**src/rtl/can_rxmb_pkg.sv**
```systemverilog
package can_rxmb_pkg;

    typedef enum logic [2:0] {
        MB_OFF   = 3'd0,
        MB_RX    = 3'd1,
        MB_RX_OW = 3'd2,
        MB_TX    = 3'd3
    } mb_mode_e;

    localparam int ID_W   = 29;
    localparam int DLC_W  = 4;
    localparam int DATA_W = 64;

    typedef struct packed {
        mb_mode_e            mode;
        logic [3:0]          prio;
        logic                full;
        logic                lost;
        logic                ext;
        logic                rtr;
        logic [DLC_W-1:0]    dlc;
        logic [ID_W-1:0]     id;
        logic [DATA_W-1:0]   data;
    } mb_t;

endpackage

```
**src/rtl/rxmb_lowest_free.sv**
```systemverilog
module rxmb_lowest_free #(
    parameter int N     = 12,
    parameter int IDX_W = 4
) (
    input  logic [N-1:0]     free_vec,
    output logic             found,
    output logic [IDX_W-1:0] idx
);
    always_comb begin
        found = 1'b0;
        idx   = '0;
        for (int i = N - 1; i >= 0; i--) begin
            if (free_vec[i]) begin
                found = 1'b1;
                idx   = IDX_W'(i);
            end
        end
    end
endmodule

```
**src/rtl/rxmb_word_fmt.sv**
```systemverilog
module rxmb_word_fmt #(
    parameter int ID_W  = 29,
    parameter int DLC_W = 4
) (
    input  logic [ID_W-1:0]  id,
    input  logic             ext,
    input  logic             rtr,
    input  logic [DLC_W-1:0] dlc,
    input  logic             full,
    input  logic             lost,
    output logic [31:0]      id_word,
    output logic [31:0]      stat_word
);
    localparam int STD_W = 11;
    localparam int STD_SHIFT = ID_W - STD_W;

    always_comb begin
        id_word = '0;
        if (ext) begin
            id_word[ID_W-1:0] = id;
            id_word[29]       = 1'b1;
        end else begin
            id_word[ID_W-1:STD_SHIFT] = id[STD_W-1:0];
        end
        stat_word = '0;
        stat_word[24]                = lost;
        stat_word[23]                = full;
        stat_word[20]                = rtr;
        stat_word[16 +: DLC_W]       = dlc;
    end
endmodule

```
**src/rtl/can_rxmb_bank.sv**
```systemverilog
module can_rxmb_bank
    import can_rxmb_pkg::*;
#(
    parameter int NUM_MB = 12,
    parameter int IDX_W  = 4,
    parameter int OVF_W  = 8
) (
    input  logic                  clk,
    input  logic                  rst_n,
    input  logic                  frm_valid,
    input  logic [ID_W-1:0]       frm_id,
    input  logic                  frm_ext,
    input  logic                  frm_rtr,
    input  logic [DLC_W-1:0]      frm_dlc,
    input  logic [DATA_W-1:0]     frm_data,
    input  logic                  cfg_we,
    input  logic [IDX_W-1:0]      cfg_idx,
    input  logic [31:0]           cfg_word,
    input  logic                  rearm_we,
    input  logic [NUM_MB-1:0]     rearm_mask,
    input  logic [NUM_MB-1:0]     irq_mask,
    input  logic [IDX_W-1:0]      rd_idx,
    output logic [31:0]           rd_mode_word,
    output logic [31:0]           rd_id_word,
    output logic [31:0]           rd_stat_word,
    output logic [31:0]           rd_data_lo,
    output logic [31:0]           rd_data_hi,
    output logic [NUM_MB-1:0]     ready_map,
    output logic                  irq,
    output logic [OVF_W-1:0]      ovf_count
);
    localparam int LAST = NUM_MB - 1;
    localparam logic [OVF_W-1:0] OVF_MAX = '1;

    typedef struct packed {
        mb_t [NUM_MB-1:0] mbs;
        logic [OVF_W-1:0] ovf;
    } state_t;

    state_t state_d, state_q;

    logic [NUM_MB-1:0] free_vec;
    logic              pick_found;
    logic [IDX_W-1:0]  pick_idx;

    // Free vector sees this cycle's re-arm, so a re-armed slot can take the frame.
    always_comb begin
        for (int i = 0; i < NUM_MB; i++) begin
            free_vec[i] = (state_q.mbs[i].mode inside {MB_RX, MB_RX_OW}) &&
                          (!state_q.mbs[i].full || (rearm_we && rearm_mask[i]));
        end
    end

    rxmb_lowest_free #(.N(NUM_MB), .IDX_W(IDX_W)) u_pick (
        .free_vec (free_vec),
        .found    (pick_found),
        .idx      (pick_idx)
    );

    always_comb begin
        state_d = state_q;
        if (cfg_we && (int'(cfg_idx) < NUM_MB)) begin
            state_d.mbs[cfg_idx].mode = mb_mode_e'(cfg_word[26:24]);
            state_d.mbs[cfg_idx].prio = cfg_word[19:16];
        end
        if (rearm_we) begin
            for (int i = 0; i < NUM_MB; i++) begin
                if (rearm_mask[i]) begin
                    state_d.mbs[i].full = 1'b0;
                    state_d.mbs[i].lost = 1'b0;
                end
            end
        end
        if (frm_valid) begin
            if (pick_found) begin
                state_d.mbs[pick_idx].full = 1'b1;
                state_d.mbs[pick_idx].lost = 1'b0;
                state_d.mbs[pick_idx].ext  = frm_ext;
                state_d.mbs[pick_idx].rtr  = frm_rtr;
                state_d.mbs[pick_idx].dlc  = frm_dlc;
                state_d.mbs[pick_idx].id   = frm_id;
                state_d.mbs[pick_idx].data = frm_data;
            end else if (state_q.mbs[LAST].mode == MB_RX_OW) begin
                state_d.mbs[LAST].full = 1'b1;
                state_d.mbs[LAST].lost = 1'b1;
                state_d.mbs[LAST].ext  = frm_ext;
                state_d.mbs[LAST].rtr  = frm_rtr;
                state_d.mbs[LAST].dlc  = frm_dlc;
                state_d.mbs[LAST].id   = frm_id;
                state_d.mbs[LAST].data = frm_data;
            end else if (state_q.ovf != OVF_MAX) begin
                state_d.ovf = state_q.ovf + 1'b1;
            end
        end
    end

    always_ff @(posedge clk) begin
        if (!rst_n) begin
            for (int i = 0; i < NUM_MB; i++) begin
                state_q.mbs[i]      <= '0;
                state_q.mbs[i].mode <= (i == LAST) ? MB_RX_OW : MB_RX;
            end
            state_q.ovf <= '0;
        end else begin
            state_q <= state_d;
        end
    end

    // Read port
    mb_t rd_mb;
    always_comb begin
        rd_mb = '0;
        if (int'(rd_idx) < NUM_MB) rd_mb = state_q.mbs[rd_idx];
    end

    rxmb_word_fmt #(.ID_W(ID_W), .DLC_W(DLC_W)) u_fmt (
        .id        (rd_mb.id),
        .ext       (rd_mb.ext),
        .rtr       (rd_mb.rtr),
        .dlc       (rd_mb.dlc),
        .full      (rd_mb.full),
        .lost      (rd_mb.lost),
        .id_word   (rd_id_word),
        .stat_word (rd_stat_word)
    );

    always_comb begin
        rd_mode_word        = '0;
        rd_mode_word[26:24] = rd_mb.mode;
        rd_mode_word[19:16] = rd_mb.prio;
        rd_data_lo          = rd_mb.data[31:0];
        rd_data_hi          = rd_mb.data[63:32];
        for (int i = 0; i < NUM_MB; i++) ready_map[i] = state_q.mbs[i].full;
    end

    assign irq       = |(ready_map & irq_mask);
    assign ovf_count = state_q.ovf;

endmodule

```
**config.mk**
```make
export PLATFORM = sky130hd
export DESIGN_NAME = can_rxmb_bank
export DESIGN_NICKNAME = d
export VERILOG_FILES = /design/src/rtl/can_rxmb_pkg.sv /design/src/rtl/rxmb_lowest_free.sv /design/src/rtl/rxmb_word_fmt.sv /design/src/rtl/can_rxmb_bank.sv
export SDC_FILE = /design/constraint.sdc
export NUM_CORES = 2
export LEC_CHECK = 0
export BUFFER_PORTS_ARGS = -buffer_cell sky130_fd_sc_hd__buf_2
export CAP_MARGIN = 10
export CORE_MARGIN = 1.5
export CORE_UTILIZATION = 55
export CTS_BUF_LIST = sky130_fd_sc_hd__clkbuf_4
export CTS_CLUSTER_DIAMETER = 60
export CTS_CLUSTER_SIZE = 16
export DETAILED_ROUTE_END_ITERATION = 16
export PLACE_DENSITY = 0.73
export SLEW_MARGIN = 20
export SYNTH_ARGS = -nofsm -noshare
export SYNTH_HDL_FRONTEND = slang
export SYNTH_HIERARCHICAL = 1
export SYNTH_SLANG_ARGS = --single-unit
```
**constraint.sdc**
```tcl
create_clock -name clk -period 4.16 [get_ports clk]
set_clock_uncertainty 0.05 [all_clocks]
set_input_delay 0.832 -clock clk [delete_from_list [all_inputs] [get_ports clk]]
set_output_delay 0.832 -clock clk [all_outputs]
set_load 0.02 [all_outputs]
```
After elaboration in Yosys (flattened, before gate mapping)
Index checks and enable logic that the tools add are counted.
Operators by class
  $add $sub $neg: 1
  order comparisons: 7
  equal/unequal tests: 25
  multiplexer cells: 90
  bitwise gates (word level): 3
  reductions and logical operators: 65
Operators with widths (number)
  $bwmux 1296: 9
  $demux 108 s4: 9
  $mux 1304: 1
  $mux 1296: 1
  $mux 1188: 1
  $bmux 108 s4: 1
  $mux 108: 3
  $mux 101: 3
  $mux 105: 1
  $mux 100: 1
  $mux 99: 1
  $mux 98: 1
  $mux 97: 1
  $mux 93: 1
  $mux 64: 1
  $mux 2: 24
  $mux 4: 12
  $eq 3x1->1 const B: 12
  $eq 3x2->1 const B: 12
  $logic_and 1x1->1: 27
  $mux 8: 3
  $reduce_bool 2->1: 12
  $mux 18: 1
  $lt 4x5->1 const B: 3
  other kinds (13): 50
Word-level totals
  register bits: 1304
  input port bits: 168
  output and inout bits: 181
  word-level logic and storage cells: 300

Logic depth before layout (Yosys ltp)
  depth after elaboration: 28
  gate-level depth with buffers: 15
  mapped depth without buffers: 11

By module
The synthesis kept the hierarchy.
Modules (own cells, without submodules)
  can_rxmb_bank: instances 1, cells an instance 6670, area an instance 58811.4 um^2, seq. area each 26105.0 um^2
  rxmb_word_fmt: instances 1, cells an instance 68, area an instance 544.3 um^2, seq. area each 0.0 um^2
  rxmb_lowest_free: instances 1, cells an instance 22, area an instance 128.9 um^2, seq. area each 0.0 um^2

Worst setup path before layout
Ideal clock, no wire load.
  path type: input-to-output
  start: input rd_idx[3]
  end: output rd_id_word[26]
  arrival time: 2.689 ns
  required time: 3.278 ns
  path slack: 0.589 ns
  stages on the path: 9
  buffers on the path: 5
  cells stage by stage: buf_2 -> buf_2 -> buf_2 -> buf_2 -> mux4_2 -> a22oi_1 -> nand2_1 -> clkbuf_2 -> mux2_4
RTL lines
  start, declared: RTL line can_rxmb_bank.sv:22  | input logic [IDX_W-1:0] rd_idx,
  end, declared: RTL line can_rxmb_bank.sv:24  | output logic [31:0] rd_id_word,

Worst setup path after layout
  start: register state_q[1294] (netlist name)
  end: output rd_id_word[22]
Between the ends
  longest elaborated chain between the ends: 4
RTL lines
  start, declared: RTL line can_rxmb_bank.sv:40  | state_t state_d, state_q;
  start signal, assigned: RTL line can_rxmb_bank.sv:105  | state_q <= state_d;
  $bmux 108 s4: RTL line can_rxmb_bank.sv:113  | if (int'(rd_idx) < NUM_MB) rd_mb = state_q.mbs[rd_idx];
  $mux 108 (implied by the code): RTL line can_rxmb_bank.sv:113
  $mux 108: RTL line can_rxmb_bank.sv:113
  $mux 11: RTL line rxmb_word_fmt.sv:19  | if (ext) begin
Every way passes these cells. The select of a mux whose other input is x is not followed.

==> results.yml <==
global_route:
  antenna_found_initial: 16
  overflow: 0
  grt_max_degree: 157
  grt_pass1_vias: 46520
  grt_pass1_wl_um: 271600
  grtUsageTotal_pct: 31.02
power_and_ir_drop:
  p_clk_share_pct: 30.5
  power.leakage_uw: 0.02219
  sw_frac_of_total_pct: 26.67
  peakVddDrop_uv: 211.7
  sequentialPowerShare_pct: 60.3
  power.share.combinational_pct: 9.2
  power.density_nw_per_um2: 326.5
  switchingPower_uw: 5627
  p_int_uw: 15470
sta:
  whs_ps: 75.01
  fin_crit_sh_pct: 94.32
  finalWorstSetupSlack_ps: 236.1
  fmax_mhz: 254.8
  rsz0062_at_grt: "no"
  relSlewSlack_pct: 46.57
  setup_viol: 0
  min_period_ps: 3924
  hold_viol_final: 0
  slew_viol_final: 0
  worstMarginPinSlew_ps: 801.5
critical_path:
  rr_endpoint: "state_q[157]"
  path_cells: "mux4_2 > a22oi_1 > nand2_1 > buf_4 > mux2_2 > buf_2"
  start_kind: "flip-flop"
  worst-setup-path-type: "flip-flop to output port"
  cpPeakStageDelay_ps: 460
  critPathMaxFanout: 30
  ff2ff_path_depth: 12
  r2r-start: "ready_map[6]"
  slowest_stage: "mux4_2"
  end_kind: "output port"
  worstPathRequired_ps: 3280
  endpoint: "rd_id_word[22]"
  critPathLaunch: "state_q[1294]"
  rrSetupSlack_ps: 560
  cp.arrival_ps: 3040
floorplanning:
  initial_core_util_pct: 55.49
  die_w_um: 331.9
  io_pins: 349
  die-area_um2: 110100
  core_um2: 107200
  die_h_um: 331.9
  rows: 120
clock_network:
  hold_buffers: 106
  root_buffer: "clkbuf_4"
  cts.repair.resized: 0
  cts_tree: "done"
  path_clk_slew_ps: 160
  post_cts_buffers: 0
  insertion_delay_ps: 1090
  cts_inserted_buffers: 108
  cts_sinks: 1304
  htreeDepth: 3
  cts_buffer_depth: 3
route:
  drc: 0
  dr.pass1.iters: 5
  wirelength_um: 174400
  drtIter0Drc: 4927
  vias: 48271
  wl_per_cell_um: 21.29
  drtAntennaViolNets: 0
  via_per_inst: 5.893
synth:
  netlist_area_um2: 59480
  syn_inst: 6760
  ys_ff_latch: 1304
  ys_types: 60
  avgSynthCellArea_um2: 8.799
  ys_warn_count: 6
  synth_edf_count: 0
  synth_ff_type: "dfxtp_1"
  yosysSeqAreaShare_pct: 43.89
  async_flop_share_pct: 0
placement:
  preCtsSetupSlack_ps: -37.15
  gp_congestion: 0.8136
  port_buffers: 271
  post-dp-hpwl_um: 106900
min_path:
  hp-start: "frm_data[26]"
  holdCritPathClass: "input port to flip-flop"
cells_and_area:
  syn2layout_area_growth_pct: 8.609
  fin_nets: 6872
  final_layout_size_suffix_gt1_share_pct: 15.08
flow_run:
  maxCapViolations: 0
status:
  outcome: "completed"
## per-stage QoR
stage | cell area, um2 | cells | util [%] | TNS (ps) | power, uW
floorplan | 59670 | 6810 | - | 0 | 14190
global placement | 61960 | 7890 | 57.80 | -51.48 | 14780
detailed placement | 61960 | 7890 | 57.80 | -353.1 | 14810
CTS | 64580 | 8179 | 60.24 | 0 | 21160
global route | 64600 | 8188 | 60.26 | 0 | 21770
finish | 64610 | 8191 | 60.26 | 0 | 21100
## cell type report
class                      count  area (um2)
antenna                       12       30.03
tap                         1403        1755
clock inverter                59       619.3
clock buffer                 124       930.9
multi-input combinational   4707       29920
timing repair buffer         579        5238
fill                        9142       42600
sequential                  1304       26110
inverter                       3       11.26
## layer usage
layer	GRT usage [%]	wire length [um]	vias to the layer above
met1	42.76	74180	23636
met2	50.69	82380	1928
met4	10.52	5410	16
met5	0	94	-
li1	-	-	22352
met3	3.684	12290	339
## power by group through the flow
stage / clock [uW] / combinational (uW) / sequential (uW)
final: 6440 / 1930 / 12700
after detailed placement: 0 / 1820 / 13000
after global placement: 0 / 1800 / 13000
after floorplan: 0 / 1230 / 13000
after global routing: 6980 / 2050 / 12700
after CTS: 6530 / 1910 / 12700
## cell families after synthesis
| logic type | Yosys count | synth area share (%) |
|---|---|---|
| AO/OA/AOI/OAI | 1438 | 17.57 |
| XOR/XNOR | 13 | 0.1914 |
| adder cells (fa/ha/maj) | 1 | 0.02103 |
| buffers and inverters | 799 | 6.483 |
| flip-flops | 1304 | 43.89 |
| multiplexers | 371 | 13.09 |
| other | 2 | 0.01263 |
| AND/OR/NAND/NOR | 2832 | 18.75 |
## state kept, by name, summed over array words and instances (netlist names)
signal     count
ovf_count      8
state_q     1284
ready_map     12
## worst min-delay path by stage
stage | cells past startpoint | slack, ps | to
after floorplan | 2 | 360 | state_q[323]
after global placement | 2 | 370 | state_q[755]
after detailed placement | 2 | 380 | state_q[1187]
after CTS | 3 | 2 | state_q[136]
after global routing | 3 | 20 | state_q[1000]
final | 3 | 80 | state_q[898]
## cells in the final DEF, fill, tap and decap left out, types with 13 or more instances in the layout
| master | count |
|---|---|
| conb_1 | 52 |
| a21boi_0 | 1094 |
| xnor2_1 | 13 |
| buf_4 | 101 |
| buf_2 | 267 |
| mux4_2 | 324 |
| dfxtp_1 | 1304 |
| nand2_1 | 2568 |
| a22oi_1 | 109 |
| dlygate4sd3_1 | 106 |
| mux2i_1 | 36 |
| nor2_1 | 15 |
| nand3_1 | 121 |
| a21boi_1 | 48 |
| o21ai_0 | 143 |
| nor3_1 | 15 |
| nor2b_1 | 35 |
| clkbuf_4 | 124 |
| buf_12 | 101 |
## cells in the mapped netlist, types with 31 or more instances
master / number / area [um2]
a21boi_0: 1094 / 8213
a21boi_1: 48 / 360.4
a22oi_1: 109 / 818.3
buf_1: 31 / 116.4
buf_2: 204 / 1021
buf_4: 152 / 1141
clkbuf_1: 404 / 1516
dfxtp_1: 1304 / 26110
mux2i_1: 36 / 360.4
mux4_2: 324 / 7297
nand2_1: 2568 / 9639
nand3_1: 121 / 605.6
nor2b_1: 37 / 231.5
o21ai_0: 143 / 715.7
## worst max-delay path: cells and delay by family (launching register included)
family,cells,cell delay [ps]
simple gates,1,100
compound gates,1,240
buf+inv,2,430
mux,2,840
flops,1,340
Note: power is estimated with default switching activity, not from simulation.
